==> src/rtl/jtag_burst_pkg.sv <==
package jtag_burst_pkg;

  // register addresses on the one-bit host port
  localparam logic REG_DATA = 1'b0;
  localparam logic REG_CTRL = 1'b1;

  // width of the target-select code the legal list is written for
  localparam int JB_SEL_W = 5;

  function automatic logic jb_code_ok(input logic [JB_SEL_W-1:0] code);
    logic ok;
    case (code)
      5'h01, 5'h03, 5'h09, 5'h0A, 5'h0B,
      5'h0C, 5'h11, 5'h12, 5'h13, 5'h14: ok = 1'b1;
      default:                           ok = 1'b0;
    endcase
    return ok;
  endfunction

endpackage

==> src/rtl/jb_tck_timer.sv <==
module jb_tck_timer #(
  parameter int DIV_W = 6
) (
  input  logic             clk,
  input  logic             rst,
  input  logic             run,
  input  logic [DIV_W-1:0] div,
  output logic             tck,
  output logic             fall_evt
);

  logic [DIV_W-1:0] ph_q;
  logic             tck_q;
  logic             hit;

  assign hit      = run && (ph_q == div);
  assign fall_evt = hit && tck_q;
  assign tck      = tck_q;

  always_ff @(posedge clk) begin
    if (rst || !run) begin
      ph_q  <= '0;
      tck_q <= 1'b0;
    end else if (hit) begin
      ph_q  <= '0;
      tck_q <= ~tck_q;
    end else begin
      ph_q  <= ph_q + 1'b1;
    end
  end

endmodule

==> src/rtl/jb_shift_core.sv <==
module jb_shift_core #(
  parameter int HALF_W = 16,
  parameter int CNT_W  = 4
) (
  input  logic                clk,
  input  logic                rst,
  input  logic                start,
  input  logic [2*HALF_W-1:0] word,
  input  logic [CNT_W-1:0]    cnt_m1,
  input  logic                fall_evt,
  input  logic                tdo,
  output logic                busy,
  output logic                tms,
  output logic                tdi,
  output logic [HALF_W-1:0]   capture
);

  localparam logic [CNT_W:0] LAST = (CNT_W+1)'(1);

  logic [HALF_W-1:0] tms_sh, tdi_sh, cap_q;
  logic [CNT_W:0]    left_q;
  logic              busy_q;

  always_ff @(posedge clk) begin
    if (rst) begin
      tms_sh <= '0;
      tdi_sh <= '0;
      cap_q  <= '0;
      left_q <= '0;
      busy_q <= 1'b0;
    end else if (start) begin
      tms_sh <= word[2*HALF_W-1:HALF_W];
      tdi_sh <= word[HALF_W-1:0];
      cap_q  <= '0;
      left_q <= {1'b0, cnt_m1} + LAST;
      busy_q <= 1'b1;
    end else if (fall_evt) begin
      cap_q  <= {cap_q[HALF_W-2:0], tdo};
      left_q <= left_q - LAST;
      if (left_q == LAST) begin
        busy_q <= 1'b0;
      end else begin
        tms_sh <= {tms_sh[HALF_W-2:0], 1'b0};
        tdi_sh <= {tdi_sh[HALF_W-2:0], 1'b0};
      end
    end
  end

  assign busy    = busy_q;
  assign tms     = tms_sh[HALF_W-1];
  assign tdi     = tdi_sh[HALF_W-1];
  assign capture = cap_q;

endmodule

==> src/rtl/jb_sel_decode.sv <==
module jb_sel_decode
  import jtag_burst_pkg::*;
#(
  parameter int SEL_W = 5
) (
  input  logic [SEL_W-1:0] code_in,
  output logic [SEL_W-1:0] code_out
);

  logic legal;

  generate
    if (SEL_W == JB_SEL_W) begin : g_listed
      assign legal = jb_code_ok(code_in);
    end else begin : g_open
      assign legal = 1'b1;
    end
  endgenerate

  assign code_out = legal ? code_in : '0;

endmodule

==> src/rtl/jtag_burst_master.sv <==
module jtag_burst_master
  import jtag_burst_pkg::*;
#(
  parameter int HALF_W = 16,
  parameter int DIV_W  = 6,
  parameter int SEL_W  = 5
) (
  input  logic                clk,
  input  logic                rst,
  input  logic                wr_en,
  input  logic                wr_addr,
  input  logic [2*HALF_W-1:0] wr_data,
  input  logic                rd_addr,
  output logic [2*HALF_W-1:0] rd_data,
  output logic                busy,
  output logic                tck,
  output logic                tms,
  output logic                tdi,
  input  logic                tdo,
  output logic [SEL_W-1:0]    dev_sel
);

  localparam int WORD_W  = 2 * HALF_W;
  localparam int CNT_W   = $clog2(HALF_W);
  localparam int SEL_LSB = DIV_W;
  localparam int CNT_LSB = DIV_W + SEL_W;
  localparam int CTRL_W  = CNT_LSB + CNT_W;

  logic [CTRL_W-1:0] ctrl_q;
  logic [DIV_W-1:0]  div_q;
  logic [SEL_W-1:0]  dev_q, dev_next;
  logic [WORD_W-1:0] rd_q;
  logic [HALF_W-1:0] capture;
  logic              start, fall_evt, busy_i;

  assign start = wr_en && (wr_addr == REG_DATA) && !busy_i;

  jb_sel_decode #(.SEL_W(SEL_W)) u_dec (
    .code_in  (wr_data[SEL_LSB +: SEL_W]),
    .code_out (dev_next)
  );

  always_ff @(posedge clk) begin
    if (rst) begin
      ctrl_q <= '0;
      dev_q  <= '0;
      div_q  <= '0;
      rd_q   <= '0;
    end else begin
      if (wr_en && (wr_addr == REG_CTRL)) begin
        ctrl_q <= wr_data[CTRL_W-1:0];
        dev_q  <= dev_next;
      end
      if (start) begin
        div_q <= ctrl_q[DIV_W-1:0];
      end
      if (rd_addr == REG_CTRL) begin
        rd_q <= {{(WORD_W-CTRL_W){1'b0}}, ctrl_q};
      end else begin
        rd_q <= {{(WORD_W-HALF_W){1'b0}}, capture};
      end
    end
  end

  jb_tck_timer #(.DIV_W(DIV_W)) u_tmr (
    .clk      (clk),
    .rst      (rst),
    .run      (busy_i),
    .div      (div_q),
    .tck      (tck),
    .fall_evt (fall_evt)
  );

  jb_shift_core #(.HALF_W(HALF_W), .CNT_W(CNT_W)) u_core (
    .clk      (clk),
    .rst      (rst),
    .start    (start),
    .word     (wr_data),
    .cnt_m1   (ctrl_q[CNT_LSB +: CNT_W]),
    .fall_evt (fall_evt),
    .tdo      (tdo),
    .busy     (busy_i),
    .tms      (tms),
    .tdi      (tdi),
    .capture  (capture)
  );

  assign busy    = busy_i;
  assign dev_sel = dev_q;
  assign rd_data = rd_q;

endmodule

==> config.mk <==
export PLATFORM = sky130hd
export DESIGN_NAME = jtag_burst_master
export DESIGN_NICKNAME = d
export VERILOG_FILES = /design/src/rtl/jtag_burst_pkg.sv /design/src/rtl/jb_tck_timer.sv /design/src/rtl/jb_shift_core.sv /design/src/rtl/jb_sel_decode.sv /design/src/rtl/jtag_burst_master.sv
export SDC_FILE = /design/constraint.sdc
export NUM_CORES = 1
export LEC_CHECK = 0
export BUFFER_PORTS_ARGS = -buffer_cell sky130_fd_sc_hd__buf_2
export CAP_MARGIN = 10
export CORE_ASPECT_RATIO = 0.5
export CORE_MARGIN = 8
export CORE_UTILIZATION = 50
export DETAILED_ROUTE_END_ITERATION = 8
export PLACE_DENSITY_LB_ADDON = 0.12
export REMOVE_ABC_BUFFERS = 1
export SLEW_MARGIN = 20
export SYNTH_ARGS = -nofsm -noshare
export SYNTH_HDL_FRONTEND = slang
export SYNTH_SLANG_ARGS = --single-unit
==> constraint.sdc <==
create_clock -name clk -period 1.7 [get_ports clk]
set_input_delay 0.255 -clock clk [delete_from_list [all_inputs] [get_ports clk]]
set_output_delay 0.255 -clock clk [all_outputs]
set_load 0.05 [all_outputs]
==> results of run 1 <==
-- metrics by stage --
| stage | total power [W] | setup slack, ns |
|---|---|---|
| after floorplan | 0.00294 | -1.39 |
| after global placement | 0.00316 | -0.181 |
| after detailed placement | 0.00316 | -0.265 |
| after CTS | 0.00540 | -0.139 |
| after global routing | 0.00561 | -0.239 |
| final | 0.00540 | -0.197 |
-- layer usage --
metal  global-route usage, %  vias to the layer above  share of wire [%]
li1                        -                     1773                  -
met5                       0                        -                  0
met2                    26.6                       82                 44
met4                    4.54                        0               0.64
met1                    23.4                     1633                 50
met3                    4.95                        7                5.4
-- power groups by stage --
| stage | logic (W) | registers, W | clock network, W |
|---|---|---|---|
| global placement | 0.000546 | 0.00261 | 0 |
| global route | 0.000646 | 0.00257 | 0.00239 |
| CTS | 0.000564 | 0.00256 | 0.00227 |
| floorplan | 0.000285 | 0.00265 | 0 |
| detailed placement | 0.000553 | 0.00261 | 0 |
| finish | 0.000594 | 0.00256 | 0.00224 |
-- state kept, by name, indices dropped and copies added, names as in the netlist, 5 cells and up --
signal,count
rd_data,16
u_tmr.ph_q,6
u_core.tdi_sh,16
dev_sel,5
u_core.capture,16
u_core.tms_sh,16
ctrl_q,15
div_q,6
u_core.left_q,5
-- cell usage in the layout, fill, tap and decap left out, types with 9 or more instances in the layout --
| cell type | netlist | layout |
|---|---|---|
| a21oi_1 | 40 | 40 |
| mux2i_1 | 45 | 40 |
| a211oi_1 | 32 | 23 |
| nand2_1 | 83 | 81 |
| dfxtp_1 | 103 | 97 |
| buf_2 | 1 | 62 |
| conb_1 | 1 | 16 |
| nor2_1 | 56 | 56 |
| xnor2_1 | 11 | 9 |
| clkbuf_16 | 0 | 10 |
| buf_4 | 16 | 25 |
| a211oi_2 | 0 | 9 |
-- kinds of logic after synthesis --
| group | after synthesis |
|---|---|
| mux | 45 |
| flops | 103 |
| simple gates | 171 |
| other cells | 1 |
| fa+ha+maj | 4 |
| compound gates | 90 |
| buf+inv | 55 |
| xor+xnor | 14 |
-- cell type report --
type / count / area, sq um
Tap cell: 117 / 146
Inverter: 7 / 26.3
Timing Repair Buffer: 97 / 702
Fill cell: 738 / 3080
Sequential cell: 103 / 2070
Multi-Input combinational cell: 340 / 2180
Clock inverter: 5 / 88.8
Clock buffer: 11 / 233
-- final timing paths --
kind / startpoint / end
setup / recovery: u_tmr.ph_q[5]$_SDFF_PP0_ / u_core.tms_sh[11]$_SDFFE_PP0P_
setup reg to reg: u_tmr.ph_q[5]$_SDFF_PP0_ / u_core.tms_sh[11]$_SDFFE_PP0P_
hold / removal: wr_data[16] / u_core.tms_sh[0]$_SDFFE_PP0P_
hold reg to reg: u_core.capture[15]$_SDFFE_PP0P_ / u_core.capture[15]$_SDFFE_PP0P_
-- worst max-delay path, stage by stage (launching register included) --
cell and delay [ns]:
dfxtp_2 0.34, xor2_2 0.17, or2_4 0.26, nor4_4 0.30
buf_6 0.21, buf_12 0.13, mux2i_1 0.25, a211oi_2 0.11
-- timing repair --
action / 4_1_cts / 5_1_grt
setup endpoints to repair: 33 / 37
buffers inserted: 4 / 1
pin swaps: 31 / 10
resized for setup: 14 / 28
cloned: 2 / 1
==> run_results.csv, run 1 <==
group,metric,value,unit
outcome,outcome,"finished, violations left",
outcome,violations,"setup timing",
synth,synth_cell_type_count,40,
finish,fin_area,5450,sq um
critical_path,endpoint_kind,"flip-flop",
timing,fin_crit_sh,112,%
clock_network,cts_max_path_buffers,2,
floorplanning,die_h,81.6,um
pwr,power_density,991,nW/um^2
clock_network,clk_latency,0.35,ns
timing,slew_viol_final,0,
critical_path,critPathRequiredTime,1.92,ns
synth,synth_top_area_share,47.9,%
finish,layout.cells.non_filler,680,
detailed_routing,dr_total_vias,3495,
global_route,grt_overflow,0,
synth,synth_xor_xnor_area_share,2.85,%
detailed_routing,drtPass1Iterations,4,
floorplanning,initial_utilization,50.4,%
clock_network,cts_tree,"built",
floorplanning,core-area,8530,sq um
detailed_routing,routed_via_density,5.14,
detailed_routing,drtIter0Drc,202,
timing,layout_setup_ws,-0.197,ns
timing,finalHoldViolCount,0,
synth,avgSynthCellArea,8.91,sq um
flow_run,cap_violations,0,
pwr,p_clk_share,41.5,%
clock_network,clk_pin_slew_worst_paths,0.07,ns
global_route,grt_start_max_net_pins,49,
critical_path,worstPathArrival,2.12,ns
detailed_routing,wirelength,10100,um
placed_design,place_hpwl,6800,um
worst_hold_path,worstHoldPathCells,3,
placed_design,place_inst,658,
detailed_routing,drtAntennaViolNets,0,
placed_design,gp_congestion,0.771,
synth,mappedNetlistArea,4300,sq um
clock_network,cts-root-buf,"clkbuf_16",
clock_network,cts-htree-levels,3,
pwr,p_int,0.00403,W
global_route,antenna_found_initial,0,
finish,area_growth,26.6,%
synth,synth_top_family_by_area,"simple AND/OR/NAND/NOR gates",
placed_design,dpl_cell_area,4860,sq um
critical_path,r2r_setup_slack,-0.20,ns
synth,synth_cells,483,
timing,setup_viol,32,
worst_hold_path,holdCritPathClass,"input port to flip-flop",
placed_design,io_buffer_count,62,
timing,min_period,1.90,ns
clock_network,clock-sinks,103,
synth,synth_mux_area_share,10.5,%
synth,synth_edf_count,0,
critical_path,startpoint_type,"flip-flop",
synth,yosysWarnings,0,
timing,max_freq,527,MHz
synth,synth_common_cells,"dfxtp_1, nand2_1, nor2_1",
synth,async_flop_share,0,%
synth,yosys-top-cells-area,"dfxtp_1, mux2i_1, nand2_1, a211oi_1, nor2_1",
timing,hold_ws,0.133,ns
global_route,first_global_vias,3415,
synth,synth-simple-area-share,17.2,%
global_route,track_usage,17.2,%
timing,tns,-3.35,ns
synth,ys_seq_area_share,47.9,%
floorplanning,pin_count,79,
pwr,swShare,25.4,%
pwr,combPwrFrac,11.0,%
timing,rsz0062_at_grt,"true",
global_route,grt_pass1_wl,16800,um
finish,fin_util,63.8,%
detailed_routing,drc_errors,0,
finish,fin_nets,600,
pwr,total_leakage_power,2.11,nW
synth,yosys.area_share.adder,1.16,%
clock_network,cts_made_buffers,9,
critical_path,critical_path_class,"flip-flop to flip-flop",
floorplanning,die_width,147,um
finish,n_antenna_cell,0,
timing,max_slew.worst_pin.slew,0.523,ns
floorplanning,floorplan.rows,24,
synth,ys_seq_elements,103,
synth,postSynth.topFlopCell,"dfxtp_1",
pwr,seqPwrFrac,47.5,%
critical_path,crit_fanout,5,
timing,relSlewSlack,65.1,%
clock_network,holdBufCountCts,0,
detailed_routing,detail_route.wl_per_cell,14.9,um
synth,synth.most_common_cell,"dfxtp_1",
synth,synth.largest_area_cell,"dfxtp_1",
synth,synth_compound_area_share,13.5,%
finish,drive_gt1_share,26.6,%
critical_path,ff2ff_path_depth,7,
floorplanning,die_area,12000,sq um
timing,clock_skew,0.0117,ns
pwr,ir_worst_vdd,0.000503,V
pwr,netSwitchingPower,0.00137,W
Note: power is estimated with default switching activity, not from simulation.
==> run 2: changes to the inputs <==
--- a/config.mk
+++ b/config.mk
@@ -9,7 +9,7 @@
 export CAP_MARGIN = 10
 export CORE_ASPECT_RATIO = 0.5
 export CORE_MARGIN = 8
-export CORE_UTILIZATION = 50
+export CORE_UTILIZATION = 55
 export DETAILED_ROUTE_END_ITERATION = 8
 export PLACE_DENSITY_LB_ADDON = 0.12
 export REMOVE_ABC_BUFFERS = 1
==> constraint.sdc (replaced) <==
create_clock -name clk -period 1.8 [get_ports clk]
set_input_delay 0.27 -clock clk [delete_from_list [all_inputs] [get_ports clk]]
set_output_delay 0.27 -clock clk [all_outputs]
set_load 0.05 [all_outputs]
==> run 2 against run 1 <==
The run still ends with setup timing left. Core utilization up 5.9 points. Fmax is 1.8% higher. Via count unchanged. Critical path type unchanged. Largest power group unchanged.
==> run_results.csv, run 2 (synthesis gave the netlist of run 1 again) <==
group,metric,value,unit
outcome,outcome,"finished, violations left",
outcome,violations,"setup timing",
detailed_routing,dr_total_vias,3495,
clock_network,clk_latency,0.35,ns
timing,max_freq,537,MHz
worst_hold_path,hp-start,"wr_data[16]",
finish,final_cell_mix,"dfxtp_1, nand2_1, buf_2, nor2_1, mux2i_1",
floorplanning,core-area,7460,sq um
floorplanning,initial_utilization,57.7,%
detailed_routing,drtIter0Drc,168,
floorplanning,die_h,78.5,um
pwr,power_density,947,nW/um^2
critical_path,crit_fanout,13,
clock_network,holdBufCountCts,0,
timing,min_period,1.86,ns
worst_hold_path,hold_end,"u_core.tms_sh[0]$_SDFFE_PP0P_",
floorplanning,pin_count,79,
floorplanning,floorplan.rows,22,
detailed_routing,drtAntennaViolNets,0,
detailed_routing,wirelength,9680,um
clock_network,cts-htree-levels,3,
worst_hold_path,worstHoldPathCells,3,
critical_path,r2r-start,"u_core.left_q[1]$_SDFFE_PP0P_",
critical_path,critPathRequiredTime,2.06,ns
critical_path,endpoint_kind,"flip-flop",
detailed_routing,routed_via_density,5.21,
critical_path,r2r_end,"u_core.tdi_sh[13]$_SDFFE_PP0P_",
global_route,track_usage,18.0,%
timing,relSlewSlack,65.0,%
critical_path,startpoint_type,"flip-flop",
placed_design,gp_congestion,0.765,
placed_design,place_ws,-0.158,ns
clock_network,cts-root-buf,"clkbuf_16",
pwr,ir_worst_vdd,0.000565,V
critical_path,slowest_stage,"or4b_4",
placed_design,io_buffer_count,62,
finish,area_growth,21.0,%
timing,layout_setup_ws,-0.0631,ns
floorplanning,die_width,141,um
timing,slew_viol_final,0,
detailed_routing,drc_errors,0,
clock_network,cts_tree,"built",
detailed_routing,wl_met1,4680,um
detailed_routing,met2_wirelength,4140,um
critical_path,critical_path_class,"flip-flop to flip-flop",
critical_path,crit_chain,"inv_2, ha_1, or4b_4, nand2_4, nor4_4, buf_6, buf_12, mux2i_1, a211oi_1",
clock_network,clock-sinks,103,
finish,fin_util,69.8,%
finish,fin_nets,600,
flow_run,cap_violations,0,
worst_hold_path,holdCritPathClass,"input port to flip-flop",
critical_path,r2r_setup_slack,-0.06,ns
finish,final_common_cell,"dfxtp_1",
global_route,grt_pass1_wl,16300,um
finish,n_antenna_cell,0,
global_route,antenna_found_initial,0,
timing,fin_crit_sh,104,%
detailed_routing,dr_wl_met3,748,um
timing,max_slew.worst_pin.slew,0.526,ns
clock_network,cts_max_path_buffers,2,
timing,setup_viol,30,
critical_path,worstPathArrival,2.12,ns
finish,nFillCells,617,
global_route,grt_start_max_net_pins,32,
pwr,power.total,0.00493,W
clock_network,clk_pin_slew_worst_paths,0.07,ns
pwr,total_leakage_power,2.06,nW
clock_network,cts_made_buffers,9,
critical_path,ff2ff_path_depth,9,
timing,finalHoldViolCount,0,
timing,rsz0062_at_grt,"true",
global_route,first_global_vias,3398,
placed_design,place_hpwl,6780,um
timing,tns,-0.915,ns
detailed_routing,detail_route.wl_per_cell,14.4,um
floorplanning,die_area,11100,sq um
detailed_routing,top_layer,"met4",
detailed_routing,drtPass1Iterations,4,
timing,clock_skew,0.00811,ns
finish,drive_gt1_share,22.6,%
global_route,grt_overflow,0,
critical_path,slowest_delay,0.49,ns
## run 2: cell types whose count changed in the layout (fill, tap and decap cells not counted), sizes merged
cell / previous run / this run
clkbuf: 12 / 10
clkinv: 1 / 3
bufinv: 2 / 1
buf: 96 / 97
## run 2: how the worst max path moves through the flow
| stage | slack, ns | cells past startpoint | start | to |
|---|---|---|---|---|
| floorplan | -1.29 | 4 | u_core.busy$_SDFFE_PP0P_ | u_core.tdi_sh[15]$_SDFFE_PP0P_ |
| global placement | -0.11 | 8 | u_core.left_q[1]$_SDFFE_PP0P_ | u_core.tms_sh[3]$_SDFFE_PP0P_ |
| detailed placement | -0.16 | 8 | u_core.left_q[1]$_SDFFE_PP0P_ | u_core.tdi_sh[13]$_SDFFE_PP0P_ |
| CTS | -0.05 | 9 | u_core.left_q[1]$_SDFFE_PP0P_ | u_core.tdi_sh[13]$_SDFFE_PP0P_ |
| global route | -0.19 | 9 | u_core.left_q[1]$_SDFFE_PP0P_ | u_core.tms_sh[11]$_SDFFE_PP0P_ |
| finish | -0.06 | 9 | u_core.left_q[1]$_SDFFE_PP0P_ | u_core.tdi_sh[13]$_SDFFE_PP0P_ |
## run 2: what timing repair did
action                                  CTS  global route
setup buffers                             2             0
gates resized for setup                   3             8
pin swaps                                23            11
endpoints found under the setup margin   32            33
## run 2: power breakdown
| group | total (W) | switching, W | internal [W] | leakage (nW) |
|---|---|---|---|---|
| clock network | 0.00198 | 0.000860 | 0.00112 | 0.153 |
| registers | 0.00242 | 0.0000519 | 0.00236 | 0.839 |
| logic | 0.000531 | 0.000347 | 0.000184 | 1.07 |
## run 2: critical path, delay by kind of cell, from the launching register on
kind	cells	cell delay, ns
mux	1	0.11
buf+inv	3	0.34
simple gates	3	0.64
compound gates	1	0.22
fa+ha+maj	1	0.12
flops	1	0.33
## run 2: area by class of cell
type	count	area (sq um)	share of cell area, %
multi-input combinational	340	2050	39.4
tap	108	135	2.60
sequential	103	2060	39.6
clock inverter	6	66.3	1.27
timing repair buffer	97	627	12.0
inverter	7	26.3	0.505
clock buffer	10	239	4.59
## run 2: stage by stage
stage	cells	area (sq um)	hold slack [ns]
floorplan	450	4090	0.339
global placement	654	4850	0.440
detailed placement	654	4850	0.440
CTS	671	5170	0.143
global route	671	5200	0.172
finish	671	5200	0.149
## run 2: per-layer routing
| layer | track usage [%] | up-vias |
|---|---|---|
| li1 | - | 1776 |
| met1 | 23.6 | 1596 |
| met2 | 27.5 | 113 |
| met3 | 6.40 | 10 |
| met4 | 5.11 | 0 |
| met5 | 0 | - |
